**src/rtl/tps_pkg.sv**
```systemverilog
package tps_pkg;

    parameter int unsigned NUM_TGT    = 4;
    parameter int unsigned CV_W       = 8;
    parameter int unsigned PAT_W      = 4;
    parameter int unsigned MAX_STEPS  = 8;
    parameter int unsigned PI_W       = 16;
    parameter int unsigned PAT_LD_LSB = 8;

    localparam int unsigned TGT_W     = (NUM_TGT > 1) ? $clog2(NUM_TGT) : 1;
    localparam int unsigned STEP_W    = $clog2(MAX_STEPS);
    localparam int unsigned HI_W      = CV_W - PAT_W;
    localparam int unsigned SPARE_LSB = PI_W - PAT_W;

    typedef logic [TGT_W-1:0]  tgt_t;
    typedef logic [STEP_W-1:0] step_t;
    typedef logic [PAT_W-1:0]  pat_t;
    typedef logic [HI_W-1:0]   hi_t;
    typedef logic [CV_W-1:0]   cv_t;

    typedef struct packed {
        hi_t  hi;
        logic just;
        logic last;
        logic spare;
    } plan_ent_t;

    function automatic int unsigned plan_len(int unsigned t);
        return 2 + t;
    endfunction

    function automatic int unsigned just_step(int unsigned t);
        return (t == 0) ? 1 : t;
    endfunction

    function automatic plan_ent_t make_entry(int unsigned t, int unsigned s);
        plan_ent_t e;
        e = '0;
        if (t >= NUM_TGT || s >= plan_len(t)) begin
            e.last = 1'b1;
        end else begin
            e.hi    = hi_t'((5 * t + 3 * s + 1) % (1 << HI_W));
            e.just  = (s == just_step(t));
            e.last  = (s == plan_len(t) - 1);
            e.spare = ((t % 2) == 0);
        end
        return e;
    endfunction

endpackage

```
**src/rtl/tps_load_regs.sv**
```systemverilog
module tps_load_regs
    import tps_pkg::*;
(
    input  logic            clk,
    input  logic            rst,
    input  logic [PI_W-1:0] dp_pi,
    output tgt_t            tgt_q,
    output pat_t            pat_q
);

    always_ff @(posedge clk) begin
        if (rst) begin
            tgt_q <= tgt_t'(dp_pi[TGT_W-1:0]);
            pat_q <= pat_t'(dp_pi[PAT_LD_LSB +: PAT_W]);
        end
    end


    tgt_hold_chk: assert property (@(posedge clk) disable iff (rst)
        !rst |=> $stable(tgt_q));


    pat_hold_chk: assert property (@(posedge clk) disable iff (rst)
        !rst |=> $stable(pat_q));

endmodule

```
**src/rtl/tps_step_ctr.sv**
```systemverilog
module tps_step_ctr
    import tps_pkg::*;
(
    input  logic  clk,
    input  logic  rst,
    input  logic  run,
    input  logic  last,
    output step_t step_q
);

    always_ff @(posedge clk) begin
        if (rst || !run) begin
            step_q <= '0;
        end else if (last) begin
            step_q <= '0;
        end else begin
            step_q <= step_q + step_t'(1);
        end
    end


    step_advance_chk: assert property (@(posedge clk) disable iff (rst)
        (run && !last) |=> (step_q == $past(step_q) + step_t'(1)));

endmodule

```
**src/rtl/tps_plan_rom.sv**
```systemverilog
module tps_plan_rom
    import tps_pkg::*;
(
    input  tgt_t      tgt,
    input  step_t     step,
    output plan_ent_t ent
);

    localparam int unsigned ROWS  = 1 << TGT_W;
    localparam int unsigned DEPTH = 1 << STEP_W;

    plan_ent_t plan_tbl [ROWS*DEPTH];

    for (genvar gt = 0; gt < ROWS; gt++) begin : g_tgt
        for (genvar gs = 0; gs < DEPTH; gs++) begin : g_step
            assign plan_tbl[gt*DEPTH + gs] = make_entry(gt, gs);
        end
    end

    assign ent = plan_tbl[{tgt, step}];

endmodule

```
**src/rtl/tps_sequencer.sv**
```systemverilog
module tps_sequencer
    import tps_pkg::*;
(
    input  logic                  clk,
    input  logic                  rst,
    input  logic                  test_mode,
    input  logic [tps_pkg::PI_W-1:0] dp_pi,
    output logic [tps_pkg::CV_W-1:0] ctrl_out,
    output logic                  plan_done
);

    tgt_t      tgt_q;
    pat_t      pat_q;
    step_t     step_q;
    plan_ent_t ent;
    pat_t      splice_val;
    logic      active;

    tps_load_regs u_regs (
        .clk   (clk),
        .rst   (rst),
        .dp_pi (dp_pi),
        .tgt_q (tgt_q),
        .pat_q (pat_q)
    );

    tps_step_ctr u_ctr (
        .clk    (clk),
        .rst    (rst),
        .run    (test_mode),
        .last   (ent.last),
        .step_q (step_q)
    );

    tps_plan_rom u_rom (
        .tgt  (tgt_q),
        .step (step_q),
        .ent  (ent)
    );

    assign active = test_mode && !rst;

    always_comb begin
        splice_val = '0;
        if (ent.just) begin
            splice_val = ent.spare ? pat_t'(dp_pi[SPARE_LSB +: PAT_W]) : pat_q;
        end
    end

    assign ctrl_out  = active ? {ent.hi, splice_val} : '0;
    assign plan_done = active && ent.last;


    wrap_to_zero_chk: assert property (@(posedge clk) disable iff (rst)
        plan_done |=> (step_q == '0));


    idle_quiet_chk: assert property (@(posedge clk) disable iff (rst)
        !test_mode |-> (ctrl_out == '0 && !plan_done));


    splice_only_chk: assert property (@(posedge clk) disable iff (rst)
        !ent.just |-> (ctrl_out[PAT_W-1:0] == '0));

endmodule

```
**config.mk**
```make
export PLATFORM = sky130hd
export DESIGN_NAME = tps_sequencer
export DESIGN_NICKNAME = d
export VERILOG_FILES = /design/src/rtl/tps_pkg.sv /design/src/rtl/tps_load_regs.sv /design/src/rtl/tps_step_ctr.sv /design/src/rtl/tps_plan_rom.sv /design/src/rtl/tps_sequencer.sv
export SDC_FILE = /design/constraint.sdc
export NUM_CORES = 1
export LEC_CHECK = 0
export BUFFER_PORTS_ARGS = -buffer_cell sky130_fd_sc_hd__buf_2
export CELL_PAD_IN_SITES_DETAIL_PLACEMENT = 1
export CELL_PAD_IN_SITES_GLOBAL_PLACEMENT = 1
export CORE_MARGIN = 8
export CORE_UTILIZATION = 37
export CTS_CLUSTER_DIAMETER = 120
export DETAILED_ROUTE_END_ITERATION = 8
export PLACE_DENSITY_LB_ADDON = 0.1
export SKIP_LAST_GASP = 1
export SYNTH_ARGS = -nofsm -noshare
export SYNTH_HDL_FRONTEND = slang
export SYNTH_SLANG_ARGS = --single-unit
```
**constraint.sdc**
```tcl
create_clock -name clk -period 3.4 [get_ports clk]
set_input_delay 0.17 -clock clk [delete_from_list [all_inputs] [get_ports clk]]
set_output_delay 0.17 -clock clk [all_outputs]
set_load 0.005 [all_outputs]
```
==> results.yml <==
worst_setup_path:
  rr_endpoint: "u_ctr.step_q[0]"
  worstSetupPathType: "reg2out"
  end_kind: "output port"
  crit_fanout: 9
  start_kind: "flip-flop"
  crit_arrival_ps: 1990
  rr_startpoint: "u_ctr.step_q[2]"
  required_ps: 3230
  r2r_cells: 5
  reg2reg_setup_slack_ps: 1730
final_layout:
  fin_nets: 117
  fillCellCount: 222
  n_antenna_cell: 0
  drive_gt1_share_pct: 38.46
  syn_to_final_growth_pct: 19.40
clock_tree:
  cts_hold_buf: 0
  clockBufferDepth: 2
  htreeDepth: 1
  cts_buffers: 3
  root_buffer: "clkbuf_4"
  cts_resized: 0
  cts_setup_buffers: 0
  cts_tree: "yes"
  clock_latency_ps: 250
  cts.sinks: 9
  clkTransAtPathRegs_ps: 60
timing:
  clock_skew_ps: 1.210
  hold_viol: 0
  timing.hold.ws_ps: 86.32
  setup-violations-final: 0
  grt_setup_unrepaired: "no"
  maxSlewHeadroom_pct: 63.35
  worst_slew_pin_slew_ps: 549.8
  drv_slew: 0
  tns_ps: 0
  period_share_pct: 63.62
  finalCriticalPeriod_ps: 2163
  clock.fmax_mhz: 462.3
synthesis:
  yosys.area.top_type: "edfxtp_1"
  synth.avg_cell_area_sq_um: 10.19
  synth_top_area_share_pct: 25.62
  yosys_warnings: 0
  synth_edf_count: 6
  synth.area.top_cells: "edfxtp_1 26%, ha_1 11%, dfxtp_1 8.5%"
  synth.most_common_cell: "a21oi_1"
  ys_ff_latch: 9
  synthArstFlopShare_pct: 0
  synth_cell_type_count: 33
  seq_area_frac_synth_pct: 34.16
  synth_cells: 69
  syn_area_sq_um: 703.2
  synth_common_cells: "7 x a21oi_1, 6 x edfxtp_1, 6 x ha_1"
  ys.flop_type: "edfxtp_1"
  syn_nets: 94
floorplan:
  dieHeight_um: 59.60
  core.rowCount: 15
  coreArea_sq_mm: 0.001764
  start_util_pct: 39.86
  ios: 28
  die_area_sq_mm: 0.003552
  die_x_um: 59.60
outcome:
  status: "complete, no violations"
global_routing:
  first_global_vias: 608
  grt_pass1_wl_um: 2746
  grt_max_degree: 14
  antenna_found_initial: 0
  grt.total_usage_pct: 10.17
  grt.overflow.total: 0
hold_path:
  hp-start: "dp_pi[1]"
  hold_class: "in2reg"
  hold_end: "u_regs.tgt_q[1]"
  worstHoldPathCells: 1
placement:
  dp_hpwl_um: 1399
  io_buffers: 21
  place.gp.congestion: 0.7550
power_and_ir_drop:
  ir_drop_mv: 0.1753
  p_leak_nw: 0.3538
  power_mw: 0.2684
  power_density_mw_per_mm2: 319.7
drt:
  vias_per_cell: 5.207
  drc: 0
  dr.first_iter.drc_count: 6
  vias: 604
  wl_per_cell_um: 15.17
  wl_um: 1760
  postRouteAntennaNets: 0
  dr.pass1.iters: 4
flow_run:
  maxCapViolations: 0
## worst max path at each step
| stage | endpoint | start | cells after the start |
|---|---|---|---|
| after global placement | plan_done | u_ctr.step_q[2] | 6 |
| after floorplan | plan_done | u_ctr.step_q[1] | 6 |
| after global routing | plan_done | u_ctr.step_q[2] | 6 |
| after detailed placement | plan_done | u_ctr.step_q[2] | 6 |
| after CTS | plan_done | u_ctr.step_q[2] | 6 |
| final | plan_done | u_ctr.step_q[2] | 6 |
## flip-flops by register name, indices dropped and copies added (netlist names)
name,count
u_ctr.step_q,3
u_regs.tgt_q,2
u_regs.pat_q,4
## cell type report
| class | count | area (sq um) | area share [%] |
|---|---|---|---|
| well taps | 25 | 31.28 | 3.726 |
| inverters | 4 | 15.01 | 1.788 |
| flip-flops and latches | 9 | 240.2 | 28.61 |
| multi-input cells | 53 | 421.7 | 50.22 |
| clock buffers | 4 | 26.28 | 3.130 |
| repair buffers | 21 | 105.1 | 12.52 |
## metal layers
| layer | vias to the layer above | global-route usage (%) | routed length [um] |
|---|---|---|---|
| li1 | 303 | - | - |
| met1 | 286 | 12.47 | 844 |
| met2 | 13 | 15.25 | 818 |
| met3 | 2 | 2.820 | 84 |
| met4 | 0 | 6.122 | 12 |
| met5 | - | 0 | 0 |
## report_power, final
group          switching [mW]  internal [mW]
sequential             0.0105          0.124
combinational          0.0263         0.0269
clock                  0.0351         0.0451
total                  0.0719          0.196
## critical path: stages, from the launching register on
cell and delay, ps:
dfxtp_1 590, inv_1 210, ha_1 240, and3b_1 180, a31oi_2 220, and3_1 190, buf_2 110
## logic make-up after synthesis
kind of cell / share of synthesized area (%)
AO/OA/AOI/OAI: 23.48
adder cells (fa/ha/maj): 10.68
buffers and inverters: 5.871
flip-flops: 34.16
multiplexers: 5.159
AND/OR/NAND/NOR: 20.64
## through the flow
step / instances / util (%) / cell area, sq um / setup WS (ps)
3_5_place_dp: 112 / 46.10 / 813.3 / 1512
6_report: 116 / 47.59 / 839.6 / 1237
4_1_cts: 116 / 47.59 / 839.6 / 1215
2_1_floorplan: 69 / - / 703.2 / 1893
5_1_grt: 116 / 47.59 / 839.6 / 1089
3_3_place_gp: 112 / 46.10 / 813.3 / 1531
## cell usage in the layout (no fill, tap or decap)
cell	instances
nand2_1	3
clkbuf_1	1
and3_1	1
o211ai_1	1
a211oi_1	2
o311ai_1	1
inv_1	4
a21oi_1	7
mux2_1	1
and3_2	1
nand3_1	4
o2111ai_1	1
nor2b_1	3
clkbuf_4	3
mux2_4	1
a31oi_2	1
nor3_1	1
or2_1	1
nor2_1	1
o221ai_2	1
a2111oi_2	1
nor3b_2	2
ha_1	6
o21ai_0	5
a21bo_2	1
dfxtp_1	3
nand2b_1	2
buf_2	21
and2b_2	1
mux2i_1	1
nor2_4	1
a211oi_2	1
and3b_1	1
edfxtp_1	6
(Power assumes the default switching activity.)
